$ cat src/rtl/rtc_bus_pkg.sv
package rtc_bus_pkg;

  localparam logic [6:0] DEV_ADDR = 7'h68;

  typedef enum logic [3:0] {
    ST_IDLE, ST_ADDR, ST_AACK0, ST_AACK1, ST_WBYTE,
    ST_WACK0, ST_WACK1, ST_RBYTE, ST_RACK, ST_RACKD
  } busState_t;

  typedef struct packed {
    logic       snap;      // refresh the time copy
    logic       ptrLoad;   // load pointer from wrByte
    logic       wrCommit;  // write wrByte at pointer, advance
    logic       rdLoad;    // byte taken for transmit, advance
    logic [7:0] wrByte;
  } busStrobe_t;

  function automatic logic [7:0] wrMaskOf(input logic [7:0] addr);
    logic [7:0] m;
    case (addr)
      8'h00, 8'h01, 8'h02: m = 8'h7F;
      8'h03:               m = 8'h07;
      8'h04:               m = 8'h3F;
      8'h05:               m = 8'h9F;
      8'h0F:               m = 8'h8B;
      8'h11, 8'h12:        m = 8'h00;
      default:             m = (addr <= 8'h10) ? 8'hFF : 8'h00;
    endcase
    return m;
  endfunction

endpackage

$ cat src/rtl/rtc_bus_ctrl.sv
module rtc_bus_ctrl
  import rtc_bus_pkg::*;
#(
  parameter int SYNC_STAGES = 2
) (
  input  logic       clk,
  input  logic       rstN,
  input  logic       sclIn,
  input  logic       sdaIn,
  input  logic [7:0] rdByte,
  output logic       sdaOe,
  output busStrobe_t stb
);

  logic [SYNC_STAGES-1:0] sclPipe, sdaPipe;
  logic sclS, sdaS, sclPrev, sdaPrev;
  logic sclRise, sclFall, startDet, stopDet;
  busState_t state;
  logic [2:0] bitCnt;
  logic [6:0] rxShift;
  logic [7:0] rxByte;
  logic [7:0] txShift;
  logic [7:0] nb;
  logic isRead, ptrPending;

  assign sclS     = sclPipe[SYNC_STAGES-1];
  assign sdaS     = sdaPipe[SYNC_STAGES-1];
  assign sclRise  = sclS & ~sclPrev;
  assign sclFall  = ~sclS & sclPrev;
  assign startDet = sclS & sclPrev & sdaPrev & ~sdaS;
  assign stopDet  = sclS & sclPrev & ~sdaPrev & sdaS;
  assign nb       = {rxShift, sdaS};

  always_ff @(posedge clk or negedge rstN) begin
    if (!rstN) begin
      sclPipe    <= '1;
      sdaPipe    <= '1;
      sclPrev    <= 1'b1;
      sdaPrev    <= 1'b1;
      state      <= ST_IDLE;
      bitCnt     <= '0;
      rxShift    <= '0;
      rxByte     <= '0;
      txShift    <= '0;
      isRead     <= 1'b0;
      ptrPending <= 1'b0;
      sdaOe      <= 1'b0;
      stb        <= '0;
    end else begin
      sclPipe <= {sclPipe[SYNC_STAGES-2:0], sclIn};
      sdaPipe <= {sdaPipe[SYNC_STAGES-2:0], sdaIn};
      sclPrev <= sclS;
      sdaPrev <= sdaS;
      stb     <= '0;
      if (startDet) begin
        state    <= ST_ADDR;
        bitCnt   <= '0;
        sdaOe    <= 1'b0;
        stb.snap <= 1'b1;
      end else if (stopDet) begin
        state <= ST_IDLE;
        sdaOe <= 1'b0;
      end else begin
        case (state)
          ST_ADDR: if (sclRise) begin
            rxShift <= nb[6:0];
            bitCnt  <= bitCnt + 3'd1;
            if (bitCnt == 3'd7) begin
              if (nb[7:1] == DEV_ADDR) begin
                isRead <= nb[0];
                state  <= ST_AACK0;
              end else begin
                state <= ST_IDLE;
              end
            end
          end
          ST_AACK0: if (sclFall) begin
            sdaOe <= 1'b1;
            state <= ST_AACK1;
          end
          ST_AACK1: if (sclFall) begin
            bitCnt <= '0;
            if (isRead) begin
              stb.rdLoad <= 1'b1;
              sdaOe      <= ~rdByte[7];
              txShift    <= {rdByte[6:0], 1'b0};
              state      <= ST_RBYTE;
            end else begin
              sdaOe      <= 1'b0;
              ptrPending <= 1'b1;
              state      <= ST_WBYTE;
            end
          end
          ST_WBYTE: if (sclRise) begin
            rxShift <= nb[6:0];
            bitCnt  <= bitCnt + 3'd1;
            if (bitCnt == 3'd7) begin
              rxByte <= nb;
              state  <= ST_WACK0;
            end
          end
          ST_WACK0: if (sclFall) begin
            sdaOe      <= 1'b1;
            stb.wrByte <= rxByte;
            if (ptrPending) stb.ptrLoad  <= 1'b1;
            else            stb.wrCommit <= 1'b1;
            ptrPending <= 1'b0;
            state      <= ST_WACK1;
          end
          ST_WACK1: if (sclFall) begin
            sdaOe  <= 1'b0;
            bitCnt <= '0;
            state  <= ST_WBYTE;
          end
          ST_RBYTE: if (sclFall) begin
            if (bitCnt == 3'd7) begin
              sdaOe <= 1'b0;
              state <= ST_RACK;
            end else begin
              sdaOe   <= ~txShift[7];
              txShift <= {txShift[6:0], 1'b0};
              bitCnt  <= bitCnt + 3'd1;
            end
          end
          ST_RACK: if (sclRise) begin
            state <= sdaS ? ST_IDLE : ST_RACKD;
          end
          ST_RACKD: if (sclFall) begin
            bitCnt     <= '0;
            stb.rdLoad <= 1'b1;
            sdaOe      <= ~rdByte[7];
            txShift    <= {rdByte[6:0], 1'b0};
            state      <= ST_RBYTE;
          end
          default: ;
        endcase
      end
    end
  end


  oe_rise_chk: assert property (@(posedge clk) disable iff (!rstN)
    $rose(sdaOe) |-> !sclS);


  stop_abort_chk: assert property (@(posedge clk) disable iff (!rstN)
    stopDet |=> (state == ST_IDLE && !sdaOe));


  nack_release_chk: assert property (@(posedge clk) disable iff (!rstN)
    (state == ST_RACK && sclRise && sdaS) |=> !sdaOe);


  start_addr_chk: assert property (@(posedge clk) disable iff (!rstN)
    startDet |=> (state == ST_ADDR && stb.snap));

endmodule

$ cat src/rtl/rtc_bus_regs.sv
module rtc_bus_regs
  import rtc_bus_pkg::*;
#(
  parameter int NUM_REGS   = 19,
  parameter int TIME_BYTES = 7,
  localparam int PTR_W     = $clog2(NUM_REGS),
  localparam int LAST      = NUM_REGS - 1
) (
  input  logic                  clk,
  input  logic                  rstN,
  input  busStrobe_t            stb,
  input  logic [TIME_BYTES*8-1:0] timeLive,
  input  logic [7:0]            regRdData,
  output logic [PTR_W-1:0]      regRdAddr,
  output logic [7:0]            rdByte,
  output logic                  regWrEn,
  output logic [PTR_W-1:0]      regWrAddr,
  output logic [7:0]            regWrData,
  output logic                  secReset
);

  logic [PTR_W-1:0] ptr, nextPtr;
  logic [7:0] shadow [TIME_BYTES];
  logic advance, wrapNow;

  assign nextPtr   = (ptr == PTR_W'(LAST)) ? '0 : ptr + 1'b1;
  assign advance   = stb.wrCommit | stb.rdLoad;
  assign wrapNow   = advance & (ptr == PTR_W'(LAST));
  assign regRdAddr = ptr;

  always_comb begin
    rdByte = regRdData;
    for (int i = 0; i < TIME_BYTES; i++)
      if (ptr == PTR_W'(i)) rdByte = shadow[i];
  end

  always_ff @(posedge clk or negedge rstN) begin
    if (!rstN) begin
      ptr       <= '0;
      regWrEn   <= 1'b0;
      regWrAddr <= '0;
      regWrData <= '0;
      secReset  <= 1'b0;
      for (int i = 0; i < TIME_BYTES; i++) shadow[i] <= '0;
    end else begin
      regWrEn  <= 1'b0;
      secReset <= 1'b0;
      if (stb.snap || wrapNow)
        for (int i = 0; i < TIME_BYTES; i++) shadow[i] <= timeLive[i*8 +: 8];
      if (stb.ptrLoad) begin
        ptr <= (stb.wrByte > 8'(LAST)) ? '0 : stb.wrByte[PTR_W-1:0];
      end else if (stb.wrCommit) begin
        regWrEn   <= 1'b1;
        regWrAddr <= ptr;
        regWrData <= stb.wrByte & wrMaskOf(8'(ptr));
        secReset  <= (ptr == '0);
        ptr       <= nextPtr;
      end else if (stb.rdLoad) begin
        ptr <= nextPtr;
      end
    end
  end


  ptr_range_chk: assert property (@(posedge clk) disable iff (!rstN)
    ptr <= PTR_W'(LAST));


  ptr_wrap_chk: assert property (@(posedge clk) disable iff (!rstN)
    wrapNow |=> (ptr == '0));


  sec_pulse_chk: assert property (@(posedge clk) disable iff (!rstN)
    secReset |-> (regWrEn && regWrAddr == '0));


  wr_mask_chk: assert property (@(posedge clk) disable iff (!rstN)
    regWrEn |-> ((regWrData & ~wrMaskOf(8'(regWrAddr))) == 8'h00));


  snap_stable_chk: assert property (@(posedge clk) disable iff (!rstN)
    (!stb.snap && !wrapNow) |=> $stable(shadow[0]));

endmodule

$ cat src/rtl/rtc_bus_slave.sv
module rtc_bus_slave
  import rtc_bus_pkg::*;
#(
  parameter int NUM_REGS    = 19,
  parameter int TIME_BYTES  = 7,
  parameter int SYNC_STAGES = 2,
  localparam int PTR_W      = $clog2(NUM_REGS)
) (
  input  logic                    clk,
  input  logic                    rstN,
  input  logic                    sclIn,
  input  logic                    sdaIn,
  output logic                    sdaOe,
  input  logic [TIME_BYTES*8-1:0] timeLive,
  output logic                    regWrEn,
  output logic [PTR_W-1:0]        regWrAddr,
  output logic [7:0]              regWrData,
  output logic                    secReset,
  output logic [PTR_W-1:0]        regRdAddr,
  input  logic [7:0]              regRdData
);

  busStrobe_t stb;
  logic [7:0] rdByte;

  rtc_bus_ctrl #(.SYNC_STAGES(SYNC_STAGES)) uCtrl (
    .clk(clk), .rstN(rstN), .sclIn(sclIn), .sdaIn(sdaIn),
    .rdByte(rdByte), .sdaOe(sdaOe), .stb(stb)
  );

  rtc_bus_regs #(.NUM_REGS(NUM_REGS), .TIME_BYTES(TIME_BYTES)) uRegs (
    .clk(clk), .rstN(rstN), .stb(stb), .timeLive(timeLive),
    .regRdData(regRdData), .regRdAddr(regRdAddr), .rdByte(rdByte),
    .regWrEn(regWrEn), .regWrAddr(regWrAddr), .regWrData(regWrData),
    .secReset(secReset)
  );

endmodule

$ cat config.mk
export PLATFORM = sky130hd
export DESIGN_NAME = rtc_bus_slave
export DESIGN_NICKNAME = d
export VERILOG_FILES = /design/src/rtl/rtc_bus_pkg.sv /design/src/rtl/rtc_bus_ctrl.sv /design/src/rtl/rtc_bus_regs.sv /design/src/rtl/rtc_bus_slave.sv
export SDC_FILE = /design/constraint.sdc
export NUM_CORES = 1
export LEC_CHECK = 0
export BUFFER_PORTS_ARGS = -buffer_cell sky130_fd_sc_hd__buf_2
export CAP_MARGIN = 25
export CORE_ASPECT_RATIO = 0.7
export CORE_MARGIN = 4
export CORE_UTILIZATION = 50
export DETAILED_ROUTE_END_ITERATION = 10
export PLACE_DENSITY = 0.8
export SLEW_MARGIN = 20
export SYNTH_ARGS = -nofsm -noshare
export SYNTH_HDL_FRONTEND = slang
export SYNTH_SLANG_ARGS = --single-unit
$ cat constraint.sdc
create_clock -name clk -period 2.05 [get_ports clk]
set_input_delay 0.41 -clock clk [delete_from_list [all_inputs] [get_ports clk]]
set_output_delay 0.41 -clock clk [all_outputs]
set_load 0.1 [all_outputs]
# Yosys cells after proc, flatten, opt, wreduce, memory -nomap -nowiden
# Index checks and enable logic that the tools add are counted.
[totals]
inputBits = 68
wordCells = 196
output_inout_bits = 21
ff_bits = 127
[classes]
add_sub_neg = 2
magnitude_cmp = 2
bitwise = 19
n_eq_ne = 45
muxes = 77
reduce_logical = 22
[op_table]
columns = ["operator", "count"]
rows = [
  ["$mux 8", 17],
  ["$mux 4", 15],
  ["$ne 4x1->1 const B", 13],
  ["$pmux 8 s6", 1],
  ["$pmux 4 s9", 1],
  ["$mux 5", 5],
  ["$pmux 8 s3", 1],
  ["$reduce_and 6->1", 4],
  ["$mux 11", 2],
  ["$mux 1", 21],
  ["$mux 3", 6],
  ["$eq 4x3->1 const B", 4],
  ["$eq 5x3->1 const B", 3],
  ["$reduce_and 13->1", 1],
  ["$ne 2x1->1 const B", 6],
  ["$reduce_bool 11->1", 1],
  ["$eq 5x2->1 const B", 2],
  ["$eq 5x5->1 const B", 2],
  ["$ne 3x1->1 const B", 3],
  ["$not 1->1", 9],
  ["$pmux 3 s3", 1],
  ["$and 1x1->1", 8],
  ["$and 8x8->8", 1],
  ["$eq 4x2->1 const B", 2],
  ["28 further kinds", 38],
]

# Longest topological paths before layout
# Gate-level depths: netlist of the first run.
[depth]
ltp_word = 14
ltp_mapped = 9
mapped_depth_nobuf = 7

# By module
# A second synthesis of the first run with hierarchy kept.
[hier_totals]
hier_cells = 579
hier_area_um2 = 6503.7
[by_module_without_submodules]
columns = ["mod", "seq_area_each_um2", "instances", "area_each_um2", "cells_each"]
rows = [
  ["rtc_bus_regs", 1901.8, 1, 3995.1, 354],
  ["rtc_bus_ctrl", 1258.7, 1, 2508.7, 225],
]

# Worst setup path after synthesis of the first run
# OpenSTA, ideal clock, no wires.
[synth_path]
path_type = "register -> register"
start = "register uRegs.ptr[0], in the netlist uRegs.regRdAddr[0]"
end = "register uRegs.shadow[0] (netlist name)"
stages_incl_launch_ff = 8
setup_slack_ns = -0.728
setup_ns = 0.125
t_arrival_ns = 2.654
cell_sequence = "dfrtp_1 -> inv_1 -> ha_1 -> and4bb_2 -> a21oi_1 -> buf_2 -> buf_2 -> mux2_2"
[synth_between]
elab_chain_len = 3
[synth_rtl]
columns = ["item", "line_no", "text"]
rows = [
  ["start, declared", "rtc_bus_regs.sv:22", "logic [PTR_W-1:0] ptr, nextPtr;"],
  ["start signal, assigned", "rtc_bus_regs.sv:51", "ptr <= (stb.wrByte > 8'(LAST)) ? '0 : stb.wrByte[PTR_W-1:0];"],
  ["start signal, assigned", "rtc_bus_regs.sv:57", "ptr <= nextPtr;"],
  ["start signal, assigned", "rtc_bus_regs.sv:59", "ptr <= nextPtr;"],
  ["$eq 5x5->1", "rtc_bus_regs.sv:28", "assign wrapNow = advance & (ptr == PTR_W'(LAST));"],
  ["$and 1x1->1", "rtc_bus_regs.sv:28", ""],
  ["$logic_or 1x1->1", "rtc_bus_regs.sv:48", "if (stb.snap || wrapNow)"],
  ["end, declared", "rtc_bus_regs.sv:23", "logic [7:0] shadow [TIME_BYTES];"],
]
# Every way passes these cells.
# A chain may end at the register's enable or synchronous reset.

# Final worst setup path of the first run
[layout_path]
start = "register uRegs.ptr[1], in the netlist uRegs.regRdAddr[1]"
end = "register uRegs.shadow[22] (netlist name)"
# Same word-level chain as after synthesis.

==> reports/qor.yml, run 1 <==
syn_inst: 568
drt_iter0_drc: 567
cp_top_family: "buffers and inverters"
critPathMaxFanout: 9
swShare: 0.401
clock_path_buffers: 2
cts_tree: "built"
avgSynthCellArea_um2: 11.1
met1Wirelength_um: 8700
grt_use_total: 0.272
cts.sinks: 126
rr_endpoint: "uRegs.shadow[22]$_DFFE_PN0P_"
die-width_um: 142
highest_layer: "met4"
drtPass1Iterations: 5
cellPowerDensity_mw_per_mm2: 1470
setup_ws_ps: -190
dpl.cell_count: 852
routed_via_density: 6.37
skew_ps: 12.1
seqPwrFrac: 0.285
dieArea_mm2: 0.0144
grt_max_degree: 50
drv_slew: 0
vias: 5780
fmax_ghz: 0.446
ys_seq_area_frac: 0.503
hold_path.class: "input port to flip-flop"
reg2reg_slack_ps: -190
clk_latency_ps: 430
grt_pass1_vias: 5701
layoutNonFillerInstCount: 908
drc: 0
rr_startpoint: "uRegs.regRdAddr[1]$_DFFE_PN0P_"
max_stage_delay_ps: 520
cp-end-kind: "flip-flop"
coreArea_mm2: 0.0120
cp.arrival_ps: 2540
worstMarginPinSlew_ps: 511
yosysUniqueCellTypes: 67
setup.worst_path.class: "flip-flop to flip-flop"
dieHeight_um: 102
antenna_found_initial: 0
rr_worst_depth: 8
async_flop_share: 1.00
drive_above_1_share: 0.505
p_int_mw: 7.87
cts-root-buf: "clkbuf_16"
holdPathStages: 1
startpoint_type: "flip-flop"
antenna_left: 0
cpMostUsedCell: "buf_8"
cap_violations: 0
htreeDepth: 4
whs_ps: 77.9
vdd_drop_max_v: 0.000858
route.met2.wl_um: 9780
slowest_stage: "dfrtp_4"
post-route-period-util: 1.09
routedWlPerCell_um: 23.2
p_sw_mw: 5.27
hp-start: "sclIn"
synth_edf_count: 0
drt-total-wl_um: 21100
cts_buffers: 17
synth_nets: 643
nets: 813
initial_utilization: 0.524
setup_viol: 78
post-place-ws_ps: -448
worst_ep_required_time_ps: 2350
ys.flop_type: "dfrtp_1"
rsz0062_at_grt: "true"
min_to: "uCtrl.sclPipe[0]$_DFF_PN1_"
combPwrFrac: 0.482
min_period_ps: 2240
leakagePower_nw: 4.10
port-buffer-count: 88
area_delta_synth_final_pct: 42.6
relSlewSlack: 0.658
ys_ff_latch: 126
clk_pin_slew_worst_paths_ps: 60
grt_overflow: 0
ys_warn_count: 0
violations: "negative setup slack"
rows: 33
status: "finished, violations left"
dp_hpwl_um: 12600
routed-wl-met3_um: 1920
p_clk_frac: 0.233
hold_viol: 0
crit_buf_inv: 4
num_io_pins: 89
syn_area_mm2: 0.00628
path_cells: "buf_6, ha_4, buf_8, and4bb_2, a21oi_4, buf_8, buf_16, mux2_2"
grt_pass1_wl_um: 30300
gp_congestion: 0.970
num_antenna_cells: 0
==> cell usage after synthesis (6+ instances only) <==
master	n	area share
a2111oi_0	7	0.0098
a21o_1	6	0.0072
a21oi_1	33	0.026
a32o_1	6	0.0096
and2_1	14	0.014
buf_2	12	0.0096
clkbuf_1	17	0.010
dfrtp_1	120	0.48
dfstp_2	6	0.025
ha_1	7	0.014
inv_1	14	0.0084
mux2_2	74	0.13
nand2_1	43	0.026
nand2b_1	11	0.011
nand3_1	12	0.0096
nor2_1	24	0.014
nor2b_1	13	0.013
nor3_1	8	0.0064
nor3b_1	7	0.0084
o21ai_0	26	0.021
==> layout make-up <==
| cell class | instances | area [um^2] |
|---|---|---|
| Clock inverter | 15 | 171 |
| Tap cell | 157 | 196 |
| Inverter | 14 | 60.1 |
| Fill cell | 735 | 3020 |
| Sequential cell | 126 | 3180 |
| Multi-Input combinational cell | 395 | 3540 |
| Timing Repair Buffer | 184 | 1370 |
| Clock buffer | 17 | 425 |
==> per-stage QoR <==
step / instance area (um^2) / setup TNS (ps) / total power, mW / util
4_1_cts: 8410 / -6170 / 12.0 / 0.702
6_report: 8950 / -9780 / 13.1 / 0.748
3_5_place_dp: 7420 / -15460 / 8.26 / 0.620
2_1_floorplan: 6410 / -2830 / 6.63 / -
3_3_place_gp: 7420 / -10900 / 8.03 / 0.620
5_1_grt: 8950 / -13220 / 13.6 / 0.748
==> logic make-up (layout without fill, tap and decap cells) <==
kind of cell | count (synthesis) | in the layout | synth area share
flip-flops | 126 | 126 | 0.503
buffers and inverters | 47 | 230 | 0.0331
multiplexers | 79 | 79 | 0.141
AO/OA/AOI/OAI | 130 | 130 | 0.142
AND/OR/NAND/NOR | 174 | 174 | 0.160
adder cells (fa/ha/maj) | 7 | 7 | 0.0139
XOR/XNOR | 5 | 5 | 0.00697
==> cell usage in the layout (no fill, tap or decap), types with 4 or more instances in the layout <==
cell,synthesis,routed
a2111oi_4,0,4
a21o_1,6,6
a21oi_1,33,28
a32o_1,6,5
and2_1,14,14
buf_12,0,4
buf_2,12,85
buf_4,0,75
buf_6,2,12
clkbuf_16,0,20
dfrtp_1,120,114
dfrtp_4,0,5
dfstp_2,6,6
ha_4,0,7
inv_1,14,12
inv_6,0,7
mux2_2,74,44
mux2_4,0,30
mux2i_1,5,5
nand2_1,43,42
nand2b_1,11,10
nand3_1,12,12
nor2_1,24,21
nor2b_1,13,11
nor3_1,8,5
nor3b_2,0,5
nor4_1,4,4
o211ai_1,4,4
o21a_1,4,4
o21ai_0,26,17
o21ai_1,0,8
o221ai_1,5,4
==> registers in the layout, summed over array words and instances (netlist names), 2 cells and up <==
register / cells
uRegs.regWrAddr: 5
uRegs.regWrData: 8
uCtrl.sdaPipe: 2
uCtrl.rxByte: 8
uCtrl.sclPipe: 2
uCtrl.rxShift: 7
uCtrl.state: 4
uCtrl.txShift: 7
uRegs.shadow: 56
uRegs.regRdAddr: 5
uCtrl.stb: 12
uCtrl.bitCnt: 3
==> power by group through the flow <==
stage | Sequential [mW] | Combinational, mW | Clock [mW]
final | 3.74 | 6.33 | 3.06
after global routing | 3.79 | 6.64 | 3.21
after CTS | 3.63 | 5.28 | 3.05
after detailed placement | 3.65 | 4.61 | 0
after global placement | 3.61 | 4.42 | 0
after floorplan | 3.87 | 2.75 | 0
==> what timing repair did <==
item | CTS | global route
hold buffers | 1 | 0
pin swaps | 16 | 21
endpoints found under the hold margin | 32 | 0
cloned | 2 | 4
gates resized for setup | 61 | 92
setup buffers | 11 | 7
endpoints found under the setup margin | 87 | 91
==> worst max-delay path by stage <==
stage,from,endpoint,slack [ps],cells after the start
2_1_floorplan,uRegs.regRdAddr[0]$_DFFE_PN0P_,uRegs.regWrData[4]$_DFFE_PN0P_,-130,7
3_3_place_gp,uRegs.regRdAddr[0]$_DFFE_PN0P_,uCtrl.sdaOe$_DFFE_PN0P_,-370,10
3_5_place_dp,uRegs.regRdAddr[0]$_DFFE_PN0P_,uCtrl.txShift[7]$_DFFE_PN0P_,-450,9
4_1_cts,uRegs.regRdAddr[1]$_DFFE_PN0P_,uCtrl.txShift[4]$_DFFE_PN0P_,-150,8
5_1_grt,uRegs.regRdAddr[1]$_DFFE_PN0P_,uRegs.shadow[22]$_DFFE_PN0P_,-230,8
6_report,uRegs.regRdAddr[1]$_DFFE_PN0P_,uRegs.shadow[22]$_DFFE_PN0P_,-190,8
==> layer usage <==
metal / vias to the layer above / GRT usage
li1: 2435 / -
met3: 71 / 0.0623
met5: - / 0
met4: 0 / 0.101
met2: 390 / 0.428
met1: 2884 / 0.373
(Power assumes the default switching activity.)
==> inputs of run 2 (changes only) <==
==> constraint.sdc (replaced) <==
create_clock -name clk -period 2.05 [get_ports clk]
set_input_delay 0.41 -clock clk [delete_from_list [all_inputs] [get_ports clk]]
set_output_delay 0.41 -clock clk [all_outputs]
set_load 0.05 [all_outputs]
==> run 2 against run 1 <==
Critical endpoint is now uRegs.regWrData[7]$_DFFE_PN0P_. Combinational power shrank 12%. Sequential cell count stayed put. Clock-buffer cell count did not move. Non-clock buffer count is 10 lower. Die area is the same. The flow still finishes with violations (negative setup slack). Worst hold slack improved by 4.9 ps. Sequential share of layout area rose by 1.3 points. Worst setup slack improved by 95 ps. Final cell count down 1.1%.
==> reports/qor.yml, run 2 (synthesis results as in run 1) <==
cts_tree: "built"
routedWlPerCell_um: 21.6
routed_via_density: 6.03
relSlewSlack: 0.728
path_cells: "inv_4, ha_4, buf_4, or3b_2, o21ai_2, a311o_1, nand2_1, o21ai_1"
initial_utilization: 0.524
cts_buffers: 17
hold_viol: 0
critPathMaxFanout: 4
slowest_stage: "or3b_2"
skew_ps: 9.50
cp_top_family: "simple AND/OR/NAND/NOR gates"
drc: 0
combPwrFrac: 0.452
crit_buf_inv: 2
coreArea_mm2: 0.0120
top_register: "uRegs.shadow"
reg2reg_slack_ps: -100
die-width_um: 142
hold_path.class: "input port to flip-flop"
gp_congestion: 0.946
cp.arrival_ps: 2490
rows: 33
worstMarginPinSlew_ps: 406
drt_iter0_drc: 589
min_period_ps: 2150
cellPowerDensity_mw_per_mm2: 1430
rsz0062_at_grt: "true"
layoutNonFillerInstCount: 898
num_io_pins: 89
antenna_found_initial: 0
antenna_left: 0
p_int_mw: 7.55
fmax_ghz: 0.466
cts.sinks: 126
drv_slew: 0
swShare: 0.388
dieHeight_um: 102
setup_ws_ps: -95.0
drive_above_1_share: 0.483
final_common_cell: "dfrtp_1"
vdd_drop_max_v: 0.000808
grt_use_total: 0.255
seqPwrFrac: 0.301
status: "finished, violations left"
post_dp_cell_area_mm2: 0.00740
max_stage_delay_ps: 510
clk_pin_slew_worst_paths_ps: 60
violations: "negative setup slack"
startpoint_type: "flip-flop"
post-route-period-util: 1.05
final_cell_mix: "dfrtp_1 (115), buf_2 (87), buf_4 (71), mux2_2 (66), nand2_1 (43)"
p_clk_frac: 0.247
dieArea_mm2: 0.0144
reg_top3: "uRegs.shadow x56, uCtrl.stb x12"
drtPass1Iterations: 5
p_sw_mw: 4.78
final_cell_area_mm2: 0.00860
cts-root-buf: "clkbuf_16"
worst_ep_required_time_ps: 2400
port-buffer-count: 88
cap_violations: 0
grt_pass1_vias: 5402
area_delta_synth_final_pct: 37.0
num_antenna_cells: 0
setup.worst_path.class: "flip-flop to flip-flop"
clk_latency_ps: 420
setup_viol: 64
drt-total-wl_um: 19400
dpl.cell_count: 848
vias: 5416
htreeDepth: 4
nets: 803
largest_register_ffs: 56
clock_path_buffers: 2
leakagePower_nw: 3.89
grt_overflow: 0
cp-end-kind: "flip-flop"
grt_pass1_wl_um: 28800
grt_max_degree: 58
dp_hpwl_um: 12500
==> run 2: worst register-to-register path: cells and delay by family (launching register included) <==
| family | cells | cell delay [ps] |
|---|---|---|
| DFF | 1 | 470 |
| and+or+nand+nor | 2 | 610 |
| adders and majority gates | 1 | 160 |
| AOI/OAI and AO/OA | 3 | 590 |
| buffers and inverters | 2 | 240 |
==> run 2: through the flow <==
step | setup TNS (ps) | setup slack (ps) | utilization | hold slack [ps] | total power [mW]
final | -2390 | -95.0 | 0.718 | 82.8 | 12.3
after global routing | -5020 | -137 | 0.718 | 70.8 | 12.9
after CTS | -258 | -38.3 | 0.688 | 68.5 | 11.5
after detailed placement | -1140 | -273 | 0.618 | 348 | 7.97
after global placement | -338 | -170 | 0.618 | 345 | 7.79
after floorplan | -77.8 | -42.5 | - | 114 | 6.39
==> run 2: path summary, 6_finish.rpt <==
kind                                                 from                        endpoint  cells after the start
max in group asynchronous                            rstN      uCtrl.sdaPipe[1]$_DFF_PN1_                      3
min                                                 sclIn      uCtrl.sclPipe[0]$_DFF_PN1_                      1
max                        uRegs.regRdAddr[0]$_DFFE_PN0P_  uRegs.regWrData[7]$_DFFE_PN0P_                      8
min in group asynchronous                            rstN    uRegs.shadow[27]$_DFFE_PN0P_                      2
min reg2reg                    uCtrl.sclPipe[0]$_DFF_PN1_      uCtrl.sclPipe[1]$_DFF_PN1_                      0
max reg2reg                uRegs.regRdAddr[0]$_DFFE_PN0P_  uRegs.regWrData[7]$_DFFE_PN0P_                      8
==> run 2: cell type report <==
class | count | area [um^2]
repair buffers | 174 | 1240
multi-input cells | 395 | 3350
clock buffers | 17 | 425
well taps | 157 | 196
flip-flops and latches | 126 | 3170
inverters | 14 | 57.6
fillers | 799 | 3370
clock inverters | 15 | 165
==> run 2: timing repair <==
action                                 4_1_cts  5_1_grt
setup endpoints to repair                   26       86
endpoints found under the hold margin       25        0
resized for setup                           39       56
pin swaps                                   10       24
buffers inserted                             5       12
cloned                                       0        3
hold buffers                                 1        0
==> run 2: metal layers <==
| layer | wire length (um) | track usage | vias up |
|---|---|---|---|
| met5 | 0 | 0 | - |
| met4 | 392 | 0.0796 | 0 |
| met3 | 1450 | 0.0566 | 43 |
| met2 | 8950 | 0.379 | 258 |
| met1 | 8590 | 0.377 | 2703 |
| li1 | - | - | 2412 |
==> run 2: power groups by stage <==
| stage | combinational, mW | sequential (mW) | clock (mW) |
|---|---|---|---|
| after CTS | 4.84 | 3.65 | 3.05 |
| final | 5.56 | 3.71 | 3.05 |
| after detailed placement | 4.33 | 3.64 | 0 |
| after floorplan | 2.74 | 3.65 | 0 |
| after global placement | 4.18 | 3.61 | 0 |
| after global routing | 5.93 | 3.77 | 3.20 |
